## src/rtl/bf16_pkg.sv

```systemverilog
package bf16_pkg;
  localparam int SP_W     = 32;
  localparam int BF_W     = 16;
  localparam int EXP_W    = 8;
  localparam int BF_MAN_W = BF_W - EXP_W - 1;
  localparam int DROP_W   = SP_W - BF_W;

  typedef struct packed {
    logic is_nan;
    logic is_inf;
    logic is_zero;
  } bf_class_t;
endpackage

```

## src/rtl/bf16_narrow.sv

```systemverilog
module bf16_narrow
  import bf16_pkg::*;
(
  input  logic [SP_W-1:0] sp_in,
  output logic [BF_W-1:0] bf_out
);
  localparam logic [SP_W-1:0] HALF_M1 = (SP_W'(1) << (DROP_W - 1)) - SP_W'(1);

  logic [EXP_W-1:0] exp_f;
  logic             special;
  logic [SP_W-1:0]  bias;
  logic [SP_W-1:0]  sum;

  always_comb begin
    exp_f   = sp_in[SP_W-2 -: EXP_W];
    special = &exp_f;
    // the carry may run into the exponent; that is the intended overflow to infinity
    bias    = HALF_M1 + SP_W'(sp_in[DROP_W]);
    sum     = sp_in + bias;
    bf_out  = special ? sp_in[SP_W-1 -: BF_W] : sum[SP_W-1 -: BF_W];
  end
endmodule

```

## src/rtl/bf16_widen_classify.sv

```systemverilog
module bf16_widen_classify
  import bf16_pkg::*;
(
  input  logic [BF_W-1:0] bf_in,
  output logic [SP_W-1:0] sp_out,
  output bf_class_t       cls
);
  logic [EXP_W-1:0]    exp_f;
  logic [BF_MAN_W-1:0] man_f;
  logic                exp_max;
  logic                man_nz;

  always_comb begin
    sp_out      = {bf_in, {DROP_W{1'b0}}};
    exp_f       = bf_in[BF_W-2 -: EXP_W];
    man_f       = bf_in[BF_MAN_W-1:0];
    exp_max     = &exp_f;
    man_nz      = |man_f;
    cls.is_nan  = exp_max & man_nz;
    cls.is_inf  = exp_max & ~man_nz;
    cls.is_zero = ~|bf_in[BF_W-2:0];
  end
endmodule

```

## src/rtl/bf16_cvt_unit.sv

```systemverilog
module bf16_cvt_unit
  import bf16_pkg::*;
#(
  parameter bit REG_OUT = 1'b1
) (
  input  logic        clk,
  input  logic        rst,
  input  logic        in_valid,
  input  logic [31:0] sp_in,
  input  logic [15:0] bf_in,
  output logic        out_valid,
  output logic [15:0] bf_out,
  output logic [31:0] sp_out,
  output logic        flag_nan,
  output logic        flag_inf,
  output logic        flag_zero
);
  logic [BF_W-1:0] nar_d;
  logic [SP_W-1:0] wid_d;
  bf_class_t       cls_d;

  bf16_narrow u_narrow (
    .sp_in  (sp_in),
    .bf_out (nar_d)
  );

  bf16_widen_classify u_widen (
    .bf_in  (bf_in),
    .sp_out (wid_d),
    .cls    (cls_d)
  );

  generate
    if (REG_OUT) begin : g_reg
      always_ff @(posedge clk) begin
        if (rst) begin
          out_valid <= 1'b0;
          bf_out    <= '0;
          sp_out    <= '0;
          flag_nan  <= 1'b0;
          flag_inf  <= 1'b0;
          flag_zero <= 1'b0;
        end else begin
          out_valid <= in_valid;
          bf_out    <= nar_d;
          sp_out    <= wid_d;
          flag_nan  <= cls_d.is_nan;
          flag_inf  <= cls_d.is_inf;
          flag_zero <= cls_d.is_zero;
        end
      end
    end else begin : g_comb
      assign out_valid = in_valid;
      assign bf_out    = nar_d;
      assign sp_out    = wid_d;
      assign flag_nan  = cls_d.is_nan;
      assign flag_inf  = cls_d.is_inf;
      assign flag_zero = cls_d.is_zero;
    end
  endgenerate
endmodule

```

## config.mk

```make
export PLATFORM = sky130hd
export DESIGN_NAME = bf16_cvt_unit
export DESIGN_NICKNAME = d
export VERILOG_FILES = /design/src/rtl/bf16_pkg.sv /design/src/rtl/bf16_narrow.sv /design/src/rtl/bf16_widen_classify.sv /design/src/rtl/bf16_cvt_unit.sv
export SDC_FILE = /design/constraint.sdc
export NUM_CORES = 1
export LEC_CHECK = 0
export ABC_AREA = 1
export CORE_MARGIN = 2
export CORE_UTILIZATION = 43
export CTS_CLUSTER_SIZE = 30
export DETAILED_ROUTE_END_ITERATION = 8
export PLACE_DENSITY = 0.81
export RECOVER_POWER = 50
export SETUP_SLACK_MARGIN = 0.1
export SLEW_MARGIN = 20
export SYNTH_ARGS = -nofsm -noshare
export SYNTH_HDL_FRONTEND = slang
export SYNTH_HIERARCHICAL = 1
export SYNTH_SLANG_ARGS = --single-unit
```

## constraint.sdc

```tcl
create_clock -name clk -period 1 [get_ports clk]
set_input_delay 0.2 -clock clk [delete_from_list [all_inputs] [get_ports clk]]
set_output_delay 0.2 -clock clk [all_outputs]
set_load 0.01 [all_outputs]
```

# Yosys cells after proc, flatten, opt, wreduce, memory -nomap -nowiden

Cells that the tools add are included.

Bitwise logic cells: 3
Add/sub/neg operators: 2
Reductions and logical operators: 5
Muxes and demuxes: 1

Operators by type and width:

| kind                    | number |
|---|---|
| $add A32 B32 Y32        | 1 |
| $add A15 B1 Y16 const A | 1 |
| $mux W16                | 1 |
| $reduce_and A8 Y1       | 2 |
| $reduce_or A15 Y1       | 1 |
| $reduce_or A7 Y1        | 1 |
| $and A1 B1 Y1           | 2 |
| $logic_not A1 Y1        | 1 |
| $not A1 Y1              | 1 |

Input port bits: 51
Flip-flop bits (word level): 52

# Logic depth before layout (Yosys ltp)

Gate-level depths: netlist (run 1).

Depth after elaboration: 3
Mapped depth: 9

# Hierarchy

The synthesis (run 1) kept the hierarchy.

By module, submodules not included:

| module              | cells an instance | times used | seq. area each (um^2) | area each (um^2) |
|---|---|---|---|---|
| bf16_cvt_unit       | 162               | 1          | 1041.0                | 1498.9 |
| bf16_narrow         | 108               | 1          | 0.0                   | 500.5 |
| bf16_widen_classify | 75                | 1          | 0.0                   | 405.4 |

# Least setup slack after synthesis (run 1)

No wires, ideal clock.

Kind: input to register
Start: input port sp_in[27]
End: register bf_out[6]
Arrival: 801 ps
Stages on the path: 9
Data required time: 888 ps
Path slack: 88 ps
Library setup time: 112 ps
Cells stage by stage: nand2_1 -> nor2_2 -> nand2_2 -> nand2_2 -> nor2_1 -> nand2_1 -> nand2_1 -> inv_1 -> nor2_1

Word-level cells in the longest chain between the ends: 2

Ends and longest elaborated chain:

| element                | line                | text |
|---|---|---|
| start: declaration     | bf16_cvt_unit.sv:9  | `input logic [31:0] sp_in,` |
| $reduce_and A8 Y1      | bf16_narrow.sv:16   | `special = &exp_f;` |
| $mux W16               | bf16_narrow.sv:20   | `bf_out = special ? sp_in[SP_W-1 -: BF_W] : sum[SP_W-1 -: BF_W];` |
| named net nar_d[6]     | bf16_cvt_unit.sv:18 | `logic [BF_W-1:0] nar_d;` |
| end signal: assignment | bf16_cvt_unit.sv:45 | `bf_out <= nar_d;` |
| end: declaration       | bf16_cvt_unit.sv:12 | `output logic [15:0] bf_out,` |

The timed path passes the listed nets, and every way through them passes these cells.
A chain may end at the register's enable or synchronous reset.

# Final worst setup path (run 1)

Start: register sp_out[14]
End: output port sp_out[14]

RTL lines:

| element                  | line                | text |
|---|---|---|
| start: declaration       | bf16_cvt_unit.sv:13 | `output logic [31:0] sp_out,` |
| start signal: assignment | bf16_cvt_unit.sv:46 | `sp_out <= wid_d;` |

No word-level cell between the ends.

==> results of run 1 <==
==> synthesized netlist by cell type, drive strengths merged <==
| master | instances |
|---|---|
| nand3 | 13 |
| xnor2 | 4 |
| conb | 1 |
| buf | 38 |
| nand4 | 3 |
| a21oi | 2 |
| nor2 | 88 |
| o21ai | 3 |
| and2 | 1 |
| dfxtp | 52 |
| inv | 78 |
| or2 | 1 |
| nor3 | 1 |
| clkbuf | 1 |
| nand2 | 55 |
| nand3b | 4 |
==> metrics by stage <==
stage	instance area [um^2]	setup WS (ns)
floorplan	2470	0.102
CTS	3400	0.0420
global placement	3440	-0.527
finish	3370	0.0523
detailed placement	3440	-0.560
global route	3370	0.0151
==> per-layer routing <==
metal / vias up / GRT usage [%] / routed length [um] / share of wire [%]
li1: 1152 / - / - / -
met2: 83 / 31.4 / 2660 / 52
met1: 912 / 17.3 / 1980 / 39
met4: 0 / 6.14 / 57 / 1.1
met3: 7 / 4.55 / 432 / 8.4
met5: - / 0 / 0 / 0
==> state kept, by name, indices dropped and copies added, names as in the netlist <==
name	cells
out_valid	1
flag_nan	1
flag_inf	1
sp_out	32
flag_zero	1
bf_out	16
==> worst min-delay path: stages <==
cell	delay (ns)
dlymetal6s2s_1	0.14
inv_1	0.05
nor2_1	0.03
==> power groups by stage <==
stage | clock, uW | sequential [uW] | combinational (uW)
4_1_cts | 1440 | 2210 | 722
5_1_grt | 1530 | 2230 | 796
6_report | 1390 | 2220 | 713
3_5_place_dp | 0 | 2260 | 834
3_3_place_gp | 0 | 2250 | 821
2_1_floorplan | 0 | 2310 | 340
==> area by class of cell <==
type,count,area share [%]
Clock buffer,5,2.04
Clock inverter,3,1.26
Inverter,78,8.77
Multi-Input combinational cell,191,26.2
Sequential cell,52,31.5
Tap cell,72,2.67
Timing Repair Buffer,125,27.5
==> timing repair <==
action,4_1_cts,5_1_grt
gates resized for setup,307,44
setup buffers,1,0
pin swaps,30,18
setup endpoints to repair,69,68
gates cloned,0,0
==> kinds of logic (layout without fill, tap and decap cells) <==
logic type,count (synthesis),after routing
xor gates and xnor gates,4,4
AOI/OAI and AO/OA,5,5
DFF,52,52
other,1,16
buffers and inverters,117,211
and+or+nand+nor,166,166
==> worst paths after layout <==
| path | to | slack (ns) | start |
|---|---|---|---|
| hold / removal | sp_out[22] | 0.17 | bf_in[6] |
| setup / recovery | sp_out[14] | 0.05 | sp_out[14] |
==> key figures, run 1 <==
Worst setup path
  – Crit. End Element: output pin
  – WP data arrival: 0.75 ns
  – Buf+Inv Stages, Crit Path: 1
  – Setup crit start kind: flip-flop
  – Critical path class: reg -> out
  – Crit path max-delay family: flip-flops
  – Worst Path Max Fanout: 1
  – Critical path cell sequence: clkbuf_1
  – Crit path max-delay cell type: dfxtp_1
  – Critical Path RT: 0.80 ns
  – Instance count on the critical path: 1
  – Largest stage delay on the critical path: 0.32 ns

Yosys
  – Ys Warns: 6
  – #FFs+latches synth: 52
  – Adder-cell share of the synthesized area: 0%
  – Post-synth top area share: 43.3%
  – Seq/Total Area, Yosys: 43.3%
  – Post-synthesis mux area share: 0%
  – Simple-Gate Fraction of Synth Area: 28.9%
  – Largest family of logic cells by synthesized area: simple AND/OR/NAND/NOR gates
  – Synth Area in XOR/XNOR: 1.46%
  – Cell variety after synth: 22
  – Synth Cell Area: 2400 um^2
  – Syn avg cell area: 6.97 um^2
  – Synth area leader: dfxtp_1
  – Mapped Cells: 345
  – Compound-Gate Fraction of Synth Area: 1.04%
  – Top cells by area, synth: dfxtp_1 43%, nor2_1 13%, inv_1 12%, buf_4 10%, nand2_1 8.1%

Floorplanning
  – Starting Density: 44.2%
  – Die width: 78.8 um
  – I/O Pins: 103
  – Full die area: 6210 um^2
  – CORE AREA: 5440 um^2
  – Row cnt: 27
  – Die height: 78.8 um

Power
  – Leakage: 0.00180 uW
  – Sw power: 1040 uW
  – Combinational fraction of design power: 16.5%
  – Switching part of the total: 24.0%
  – Internal cell power: 3280 uW
  – Peak VDD IR: 639 uV
  – Clock power share: 32.1%
  – Design Power: 4320 uW
  – Pwr Density: 1280 nW/um^2
  – Power share of the sequential group: 51.4%

Finish
  – Most frequent cells in the layout: 80 x nor2_1, 76 x inv_1, 43 x nand2_1
  – Commonest non-fill, non-tap cell in the layout: nor2_1
  – Non-filler cells, final: 526
  – Share of layout cells above drive strength 1: 29.7%
  – N_diodes: 0
  – NumNets Final: 504
  – Multi-input combinational cell area: 882 um^2
  – Post-layout util: 61.9%
  – Area delta synth->final: 40.1%
  – Fill cells: 554
  – Reg area: 1060 um^2

GRT
  – Largest net degree at the start of global routing: 53
  – Total routing usage reported by global routing: 16.6%
  – Global-route wire length before repair: 8340 um
  – Gr ovfl total: 0
  – Vias in the first global route: 2088
  – Initial antenna violation count: 0

Detailed routing
  – DRC: 0
  – Via count: 2154
  – Vias/cell: 4.10
  – Post-Route WL: 5130 um
  – Post-DRT Antenna Nets: 0
  – Routed len/inst: 9.75 um
  – Iteration-0 DRC Markers: 47
  – 1st-pass router iterations: 4

Clock network
  – Reg clk slew, reported paths: 0.09 ns
  – H-tree Lvls: 2
  – Clk sinks: 52
  – Root buf cell: clkbuf_8
  – Max clock buf depth: 2
  – CTS Buf Count: 5
  – CTS tree: built
  – Hold-fix buffers, CTS: 0

STA
  – RSZ-0062 raised after global routing: yes
  – Final setup fails: 0
  – Least-Margin Pin Slew: 0.554 ns
  – Final Hold Slack: 0.171 ns
  – Period Utilization, post-route: 94.8%
  – F_max: 1060 MHz
  – TNS Setup: 0 ns
  – Worst slew margin: 63.1%
  – Final hold vios: 0
  – Fin crit period: 0.948 ns
  – Final Slew Violations: 0

Outcome
  – Status: complete, no violations

Worst hold path
  – HP Class: in -> reg
  – Hold depth: 3

Placement
  – DP HPWL: 3930 um
  – Buffers on Ports: 102
  – Placed cells: 517
  – Routability Congestion: 0.878

Flow run
  – Max_cap viols: 0
No activity file was read; power rests on OpenSTA's default activity.
==> run 2: changes to the inputs <==
--- a/config.mk
+++ b/config.mk
@@ -7,7 +7,7 @@
 export LEC_CHECK = 0
 export ABC_AREA = 1
 export CORE_MARGIN = 2
-export CORE_UTILIZATION = 43
+export CORE_UTILIZATION = 39
 export CTS_CLUSTER_SIZE = 30
 export DETAILED_ROUTE_END_ITERATION = 8
 export PLACE_DENSITY = 0.81
==> constraint.sdc (replaced) <==
create_clock -name clk -period 0.8 [get_ports clk]
set_input_delay 0.16 -clock clk [delete_from_list [all_inputs] [get_ports clk]]
set_output_delay 0.16 -clock clk [all_outputs]
set_load 0.01 [all_outputs]
==> key figures, run 2 (synthesis results as in run 1) <==
Outcome
  – Status: complete, but fails checks
  – Failing checks: setup timing

Finish
  – Max reg flops: 32
  – Share of layout cells above drive strength 1: 40.0%
  – NumNets Final: 512
  – Area delta synth->final: 57.9%
  – Top flop regs: sp_out (32), bf_out (16)
  – Final Cell Area: 3800 um^2
  – Biggest register: sp_out
  – N_diodes: 0
  – Most frequent cells in the layout: 73 x inv_1, 73 x nor2_1, 36 x nand2_1
  – Fill cells: 551

Worst hold path
  – HP Class: in -> reg

Clock network
  – Clk sinks: 52
  – H-tree Lvls: 2
  – Root buf cell: clkbuf_8
  – CTS tree: built
  – CTS Buf Count: 5
  – Reg clk slew, reported paths: 0.09 ns
  – Hold-fix buffers, CTS: 0
  – Max clock buf depth: 2

Floorplanning
  – I/O Pins: 103
  – Die width: 82.5 um
  – Starting Density: 40.4%
  – CORE AREA: 5960 um^2
  – Row cnt: 28
  – Full die area: 6810 um^2
  – Die height: 82.5 um

Detailed routing
  – Via count: 2220
  – 1st-pass router iterations: 4
  – Iteration-0 DRC Markers: 36
  – Post-DRT Antenna Nets: 0
  – Met3 wire length: 471 um
  – DRC: 0
  – Metal1 wirelength: 2150 um
  – Routed len/inst: 10.6 um
  – Post-Route WL: 5710 um
  – Routed met2 length: 3000 um
  – Vias/cell: 4.13
  – Highest metal layer with signal wires: met4

STA
  – Final Hold Slack: 0.0716 ns
  – Setup ws final: -0.104 ns
  – Final Slew Violations: 0
  – Period Utilization, post-route: 113%
  – Final hold vios: 0
  – Least-Margin Pin Slew: 0.605 ns
  – Worst slew margin: 59.7%
  – F_max: 1110 MHz
  – Fin crit period: 0.904 ns
  – Final setup fails: 52
  – RSZ-0062 raised after global routing: yes

Worst setup path
  – Crit. End Element: output pin
  – Worst Path Max Fanout: 1
  – Buf+Inv Stages, Crit Path: 1
  – Critical path class: reg -> out
  – Largest stage delay on the critical path: 0.32 ns
  – WP data arrival: 0.74 ns
  – Critical path cell sequence: buf_2
  – Critical Path RT: 0.64 ns
  – Crit path max-delay cell type: dfxtp_1
  – Setup crit start kind: flip-flop
  – Crit path max-delay family: flip-flops

GRT
  – Global-route wire length before repair: 8540 um
  – Initial antenna violation count: 0
  – Total routing usage reported by global routing: 16.1%
  – Largest net degree at the start of global routing: 33
  – Vias in the first global route: 2023
  – Gr ovfl total: 0

Power
  – Pwr Density: 1490 nW/um^2
  – Peak VDD IR: 1050 uV
  – Leakage: 0.00197 uW

Flow run
  – Max_cap viols: 0

Placement
  – Post-place instance area: 3570 um^2
  – Routability Congestion: 0.884
  – DP HPWL: 4200 um
  – Buffers on Ports: 102
[run 2: per-layer routing]
metal  vias up  track usage, %
li1       1167               -
met1       964            17.1
met2        80            31.2
met3         9            3.37
met4         0            5.08
met5         -               0
[run 2: path summary, 6_finish.rpt]
path,start,to,cells after the start
worst max-delay path,sp_out[8],sp_out[8],1
worst min-delay path,bf_in[2],sp_out[18],3
[run 2: repair_timing]
| action | in CTS | in global routing |
|---|---|---|
| gates resized for setup | 364 | 106 |
| buffers inserted | 2 | 3 |
| endpoints found under the setup margin | 70 | 69 |
| pin swaps | 35 | 46 |
| gates cloned | 0 | 0 |
[run 2: report_power, final]
part,internal [uW],total [uW],switching [uW],leakage [uW]
logic,587,1120,530,0.00148
clock network,926,1770,846,0.0000541
registers,2730,2770,40.4,0.000438
[run 2: area by class of cell]
| cell class | instances | area, um^2 | share of cell area (%) |
|---|---|---|---|
| Clock buffer | 5 | 68.8 | 1.81 |
| Multi-Input combinational cell | 191 | 1090 | 28.7 |
| Inverter | 78 | 300 | 7.91 |
| Clock inverter | 3 | 42.5 | 1.12 |
| Timing Repair Buffer | 133 | 1140 | 30.0 |
| Tap cell | 75 | 93.8 | 2.47 |
| Sequential cell | 52 | 1060 | 28.0 |
[run 2: per-stage QoR]
| step | power, uW | utilization [%] | cells | TNS [ns] | setup WS, ns |
|---|---|---|---|---|---|
| 2_1_floorplan | 3340 | - | 360 | -0.0546 | -0.0240 |
| 3_3_place_gp | 3910 | 60.0 | 524 | -21.24 | -0.733 |
| 3_5_place_dp | 3930 | 60.0 | 524 | -22.49 | -0.807 |
| 4_1_cts | 5580 | 58.8 | 534 | -5.71 | -0.126 |
| 5_1_grt | 5930 | 63.8 | 537 | -6.70 | -0.143 |
| 6_report | 5660 | 63.8 | 537 | -4.85 | -0.104 |
